==> src/rtl/s2w_pkg.sv <==
`timescale 1ns/1ps
package s2w_pkg;
  typedef enum logic [1:0] {
    ACC_RD = 2'd0,
    ACC_WR = 2'd1,
    ACC_EX = 2'd2
  } acc_e;

  typedef enum logic [1:0] {
    ST_OK   = 2'd0,
    ST_VIOL = 2'd1,
    ST_CFG  = 2'd2
  } stat_e;

  typedef enum logic [1:0] {
    S_IDLE  = 2'd0,
    S_ISSUE = 2'd1,
    S_WAIT  = 2'd2,
    S_DONE  = 2'd3
  } walk_st_e;
endpackage

==> src/rtl/s2w_root_decode.sv <==
`timescale 1ns/1ps
module s2w_root_decode #(
  parameter int OFF_W   = 12,
  parameter int FRAME_W = 36,
  parameter int LEVELS  = 4
) (
  input  logic [63:0]        ptr,
  output logic [FRAME_W-1:0] base,
  output logic [2:0]         memtype,
  output logic               cfg_ok
);
  localparam logic [2:0] WALK_CODE = 3'(LEVELS - 1);

  logic unused_ptr;
  assign unused_ptr = ^{ptr[63:OFF_W+FRAME_W], ptr[6]};

  assign base    = ptr[OFF_W +: FRAME_W];
  assign memtype = ptr[2:0];
  assign cfg_ok  = (ptr[5:3] == WALK_CODE) && (ptr[11:7] == 5'd0);
endmodule

==> src/rtl/s2w_perm_check.sv <==
`timescale 1ns/1ps
module s2w_perm_check
  import s2w_pkg::*;
(
  input  logic [2:0] perm,
  input  acc_e       acc,
  output logic       grant
);
  logic present;
  assign present = |perm;

  always_comb begin
    unique case (acc)
      ACC_RD:  grant = present & perm[0];
      ACC_WR:  grant = present & perm[1];
      ACC_EX:  grant = present & perm[2];
      default: grant = 1'b0;
    endcase
  end
endmodule

==> src/rtl/s2w_walker.sv <==
`timescale 1ns/1ps
module s2w_walker
  import s2w_pkg::*;
#(
  parameter int LEVELS = 4,
  parameter int IDX_W  = 9,
  parameter int OFF_W  = 12,
  parameter int GPA_W  = LEVELS * IDX_W + OFF_W,
  parameter int LVL_W  = $clog2(LEVELS)
) (
  input  logic             clk,
  input  logic             rst_n,
  input  logic             req_valid,
  output logic             req_ready,
  input  logic [GPA_W-1:0] req_gpa,
  input  logic [1:0]       req_acc,
  input  logic [63:0]      root_ptr,
  output logic             mem_req_valid,
  input  logic             mem_req_ready,
  output logic [GPA_W-1:0] mem_req_addr,
  input  logic             mem_rsp_valid,
  input  logic [63:0]      mem_rsp_data,
  output logic             rsp_valid,
  output logic [1:0]       rsp_status,
  output logic [LVL_W-1:0] rsp_level,
  output logic [GPA_W-1:0] rsp_hpa,
  output logic [2:0]       rsp_memtype
);
  localparam int FRAME_W = GPA_W - OFF_W;
  localparam logic [LVL_W-1:0] LAST_LVL = LVL_W'(LEVELS - 1);

  // reset: asynchronous assert, synchronous release
  logic [1:0] rst_pipe;
  logic       rst_sync_n;
  always_ff @(posedge clk or negedge rst_n) begin
    if (!rst_n) rst_pipe <= 2'b00;
    else        rst_pipe <= {rst_pipe[0], 1'b1};
  end
  assign rst_sync_n = rst_pipe[1];

  // root pointer decode
  logic [FRAME_W-1:0] root_base;
  logic [2:0]         root_mt;
  logic               root_ok;
  s2w_root_decode #(.OFF_W(OFF_W), .FRAME_W(FRAME_W), .LEVELS(LEVELS)) u_root (
    .ptr(root_ptr), .base(root_base), .memtype(root_mt), .cfg_ok(root_ok)
  );

  // state
  walk_st_e           state_q, state_d;
  logic [GPA_W-1:0]   gpa_q;
  acc_e               acc_q;
  logic [FRAME_W-1:0] base_q;
  logic [FRAME_W-1:0] frame_q;
  logic [LVL_W-1:0]   lvl_q;
  logic [2:0]         mt_q;
  stat_e              stat_q;

  // per-level index slices
  logic [IDX_W-1:0] idx_arr [LEVELS];
  for (genvar g = 0; g < LEVELS; g++) begin : g_idx
    assign idx_arr[g] = gpa_q[GPA_W-1-g*IDX_W -: IDX_W];
  end
  logic [IDX_W-1:0] idx_sel;
  assign idx_sel = idx_arr[lvl_q];

  // entry interpretation
  logic [FRAME_W-1:0] ent_frame;
  logic               ent_grant;
  logic               unused_ent;
  assign ent_frame  = mem_rsp_data[OFF_W +: FRAME_W];
  assign unused_ent = ^{mem_rsp_data[63:GPA_W], mem_rsp_data[OFF_W-1:3]};

  s2w_perm_check u_perm (
    .perm(mem_rsp_data[2:0]), .acc(acc_q), .grant(ent_grant)
  );

  // next-state logic with explicit enables
  logic cap_en, adv_en, ok_en, viol_en;
  always_comb begin
    state_d = state_q;
    cap_en  = 1'b0;
    adv_en  = 1'b0;
    ok_en   = 1'b0;
    viol_en = 1'b0;
    unique case (state_q)
      S_IDLE: if (req_valid) begin
        cap_en  = 1'b1;
        state_d = root_ok ? S_ISSUE : S_DONE;
      end
      S_ISSUE: if (mem_req_ready) state_d = S_WAIT;
      S_WAIT: if (mem_rsp_valid) begin
        if (!ent_grant) begin
          viol_en = 1'b1;
          state_d = S_DONE;
        end else if (lvl_q == LAST_LVL) begin
          ok_en   = 1'b1;
          state_d = S_DONE;
        end else begin
          adv_en  = 1'b1;
          state_d = S_ISSUE;
        end
      end
      S_DONE:  state_d = S_IDLE;
      default: state_d = S_IDLE;
    endcase
  end

  // registers
  always_ff @(posedge clk or negedge rst_sync_n) begin
    if (!rst_sync_n) begin
      state_q <= S_IDLE;
      gpa_q   <= '0;
      acc_q   <= ACC_RD;
      base_q  <= '0;
      frame_q <= '0;
      lvl_q   <= '0;
      mt_q    <= '0;
      stat_q  <= ST_OK;
    end else begin
      state_q <= state_d;
      if (cap_en) begin
        gpa_q   <= req_gpa;
        acc_q   <= acc_e'(req_acc);
        base_q  <= root_base;
        frame_q <= '0;
        lvl_q   <= '0;
        mt_q    <= root_mt;
        stat_q  <= root_ok ? ST_OK : ST_CFG;
      end
      if (adv_en) begin
        base_q <= ent_frame;
        lvl_q  <= lvl_q + 1'b1;
      end
      if (ok_en) begin
        frame_q <= ent_frame;
        stat_q  <= ST_OK;
      end
      if (viol_en) begin
        frame_q <= '0;
        stat_q  <= ST_VIOL;
      end
    end
  end

  // outputs
  assign req_ready     = (state_q == S_IDLE);
  assign mem_req_valid = (state_q == S_ISSUE);
  assign mem_req_addr  = {base_q, {OFF_W{1'b0}}} | GPA_W'({idx_sel, 3'b000});
  assign rsp_valid     = (state_q == S_DONE);
  assign rsp_status    = stat_q;
  assign rsp_level     = lvl_q;
  assign rsp_hpa       = (stat_q == ST_OK) ? {frame_q, gpa_q[OFF_W-1:0]} : '0;
  assign rsp_memtype   = mt_q;
endmodule

==> config.mk <==
export PLATFORM = sky130hd
export DESIGN_NAME = s2w_walker
export DESIGN_NICKNAME = d
export VERILOG_FILES = /design/src/rtl/s2w_pkg.sv /design/src/rtl/s2w_root_decode.sv /design/src/rtl/s2w_perm_check.sv /design/src/rtl/s2w_walker.sv
export SDC_FILE = /design/constraint.sdc
export NUM_CORES = 1
export LEC_CHECK = 0
export BUFFER_PORTS_ARGS = -buffer_cell sky130_fd_sc_hd__buf_2
export CORE_AREA = 5 5 115 117
export CTS_CLUSTER_DIAMETER = 30
export DETAILED_ROUTE_END_ITERATION = 7
export DIE_AREA = 0 0 120 122
export PLACE_DENSITY_LB_ADDON = 0.3
export SYNTH_ARGS = -nofsm -noshare
export SYNTH_HDL_FRONTEND = slang
export SYNTH_SLANG_ARGS = --single-unit
==> constraint.sdc <==
create_clock -name clk -period 8.7 [get_ports clk]
set_input_delay 0.87 -clock clk [delete_from_list [all_inputs] [get_ports clk]]
set_output_delay 0.87 -clock clk [all_outputs]
set_load 0.1 [all_outputs]
==> results.json <==
{
  "fin_crit_sh_pct": 35.74,
  "cts-root-buf": "clkbuf_16",
  "fin_crit_ns": 3.109,
  "cts_setup_buffers": 0,
  "rsz0062_at_grt": "false",
  "first_pass_iters": 5,
  "netlist.area_leader.share_pct": 56.20,
  "fin_setup_tns_ns": 0,
  "ys.flop_type": "dfrtp_1",
  "coreArea_um2": 12260,
  "syn2layout_area_growth_pct": 31.00,
  "synth_area_leaders": "dfrtp_1 (56%), nand2_1 (10%), mux2i_1 (6.1%), a22o_1 (5.3%), and2_1 (5.3%)",
  "die_area_um2": 14640,
  "synthArstFlopShare_pct": 100.0,
  "tightestPinTransition_ns": 1.033,
  "path_class": "reg -> out",
  "cp-end-kind": "primary output",
  "start_util_pct": 48.30,
  "fin_skew_ns": 0.01083,
  "fin_nets": 991,
  "post-route-util_pct": 63.27,
  "first_iter_violations": 375,
  "drive_gt1_share_pct": 36.11,
  "synth_top_cell_by_area": "dfrtp_1",
  "postRouteWirelength_um": 15950,
  "clk_pin_slew_worst_paths_ns": 0.06,
  "yosysSeqAreaShare_pct": 56.20,
  "hp-class": "in -> async",
  "detail-route-antenna-nets": 0,
  "cap_violations": 0,
  "worstPathRequired_ns": 7.83,
  "cp.arrival_ns": 2.24,
  "r2r_slack_ns": 5.93,
  "ctsResizeCount": 0,
  "crit_path_max_fanout": 34,
  "drc": 0,
  "viasPerCell": 5.051,
  "cpPeakStageDelay_ns": 0.43,
  "cts_buffers": 17,
  "final-hold-violation-count": 0,
  "vias": 4894,
  "dp_hpwl_um": 11450,
  "cts_sinks": 133,
  "postSynthCellCount": 577,
  "status": "finished, final reports clean",
  "first_global_vias": 5021,
  "path_cells": "nor2_2 > buf_4 > and2_1 > buf_2",
  "seq_area_um2": 3332,
  "grt_pass1_wl_um": 25400,
  "grt_max_degree": 82,
  "rows": 41,
  "die_w_um": 120,
  "die_h_um": 122,
  "synthTopCellsByCount": "nand2_1 (159), dfrtp_1 (133), and2_1 (50)",
  "cts_tree": "built",
  "ys_ff_latch": 133,
  "drv_slew": 0,
  "antenna_found_initial": 3,
  "setup_viol": 0,
  "portBuffers": 243,
  "cp_slowest_cell": "buf_2",
  "fillers": 1024,
  "wl_per_cell_um": 16.46,
  "clockBufferDepth": 2,
  "clock_latency_ns": 0.41,
  "finalWeightedCongestion": 0.8288,
  "ioPinCount": 289,
  "synth_most_common_cell": "nand2_1",
  "synth_edf_count": 0,
  "syn-cell-area_um2": 5922,
  "syn_area_per_cell_um2": 10.26,
  "multiInputGateArea_um2": 2370,
  "cts_hold_buf": 0,
  "overflow": 0,
  "htreeDepth": 4,
  "relSlewSlack_pct": 31.10,
  "grt_usage_pct": 22.29,
  "cp_top_family": "buffers and inverters",
  "yosysWarnings": 0,
  "cp-start-kind": "register",
  "max_freq_ghz": 0.3216,
  "path_buf_inv": 2,
  "synth.distinct_cells": 32
}
logic make-up (layout without fill, tap and decap cells):
kind of cell / after synthesis / in the layout / share of synthesized area (%)
AND/OR/NAND/NOR: 263 / 263 / 19.40
buffers and inverters: 46 / 284 / 4.099
flip-flops: 133 / 133 / 56.20
adder cells (fa/ha/maj): 4 / 4 / 0.8452
multiplexers: 45 / 45 / 9.508
other: 2 / 6 / 0.1268
AO/OA/AOI/OAI: 84 / 84 / 9.825
layout by cell type, fill, tap and decap left out, types with 2 or more instances in the layout:
master,synthesis,routed
buf_2,8,243
o21ai_0,5,5
inv_1,4,4
ha_1,4,4
nor2_1,41,40
buf_4,6,5
o21ai_1,2,2
a21oi_1,36,36
mux4_2,9,9
mux2i_1,36,36
clkbuf_8,0,3
conb_1,2,4
a22o_1,36,36
bufinv_16,0,2
nand2_1,159,158
dfrtp_1,133,132
clkbuf_16,0,17
clkinvlp_4,0,4
nor2b_1,2,2
nand3_1,3,3
diode_2,0,2
clkinv_2,0,4
and2_1,50,49
through the flow:
| stage | cells | hold WS, ns | worst slack (ns) | area, um2 |
|---|---|---|---|---|
| 2_1_floorplan | 579 | 0.3312 | 4.720 | 5929 |
| 3_3_place_gp | 935 | 0.3392 | 5.896 | 7158 |
| 3_5_place_dp | 935 | 0.3434 | 5.883 | 7158 |
| 4_1_cts | 967 | 0.2141 | 5.545 | 7752 |
| 5_1_grt | 969 | 0.2141 | 5.400 | 7757 |
| 6_report | 969 | 0.2293 | 5.591 | 7757 |
cell type report:
type,count,area share [%]
inverters,4,0.1935
multi-input cells,400,30.55
flip-flops and latches,133,42.95
clock buffers,20,6.016
diodes,2,0.06452
well taps,150,2.419
repair buffers,248,16.16
clock inverters,12,1.645
per-layer routing:
metal / GRT usage (%) / share of wire (%) / wire, um / vias to the layer above
met5: 0 / 0.044 / 7 / -
met4: 8.661 / 1.5 / 234 / 2
met3: 7.196 / 8.0 / 1278 / 21
met2: 37.69 / 50 / 7984 / 187
met1: 26.62 / 40 / 6441 / 2312
li1: - / - / - / 2372
flip-flops by register name (all words and copies together), names as in the netlist:
| signal | count |
|---|---|
| acc_q | 2 |
| base_q | 36 |
| frame_q | 36 |
| gpa_q | 48 |
| rsp_level | 2 |
| rsp_memtype | 3 |
| rsp_status | 2 |
| rst_pipe | 2 |
| state_q | 2 |
final timing paths:
kind | startpoint | cells past startpoint | end
worst max-delay path | rsp_status[1] | 4 | rsp_hpa[4]
min in group clk | rst_pipe[0] | 0 | rst_pipe[1]
worst min register to register | rst_pipe[1] | 0 | gpa_q[33]
worst max register to register | rsp_level[0] | 4 | frame_q[9]
worst min-delay path | rst_n | 1 | rst_pipe[1]
max in group asynchronous | rst_pipe[1] | 1 | gpa_q[30]
Power is not shown: default switching activity piles up to over one toggle a cycle in this logic, so the estimate is an artifact.
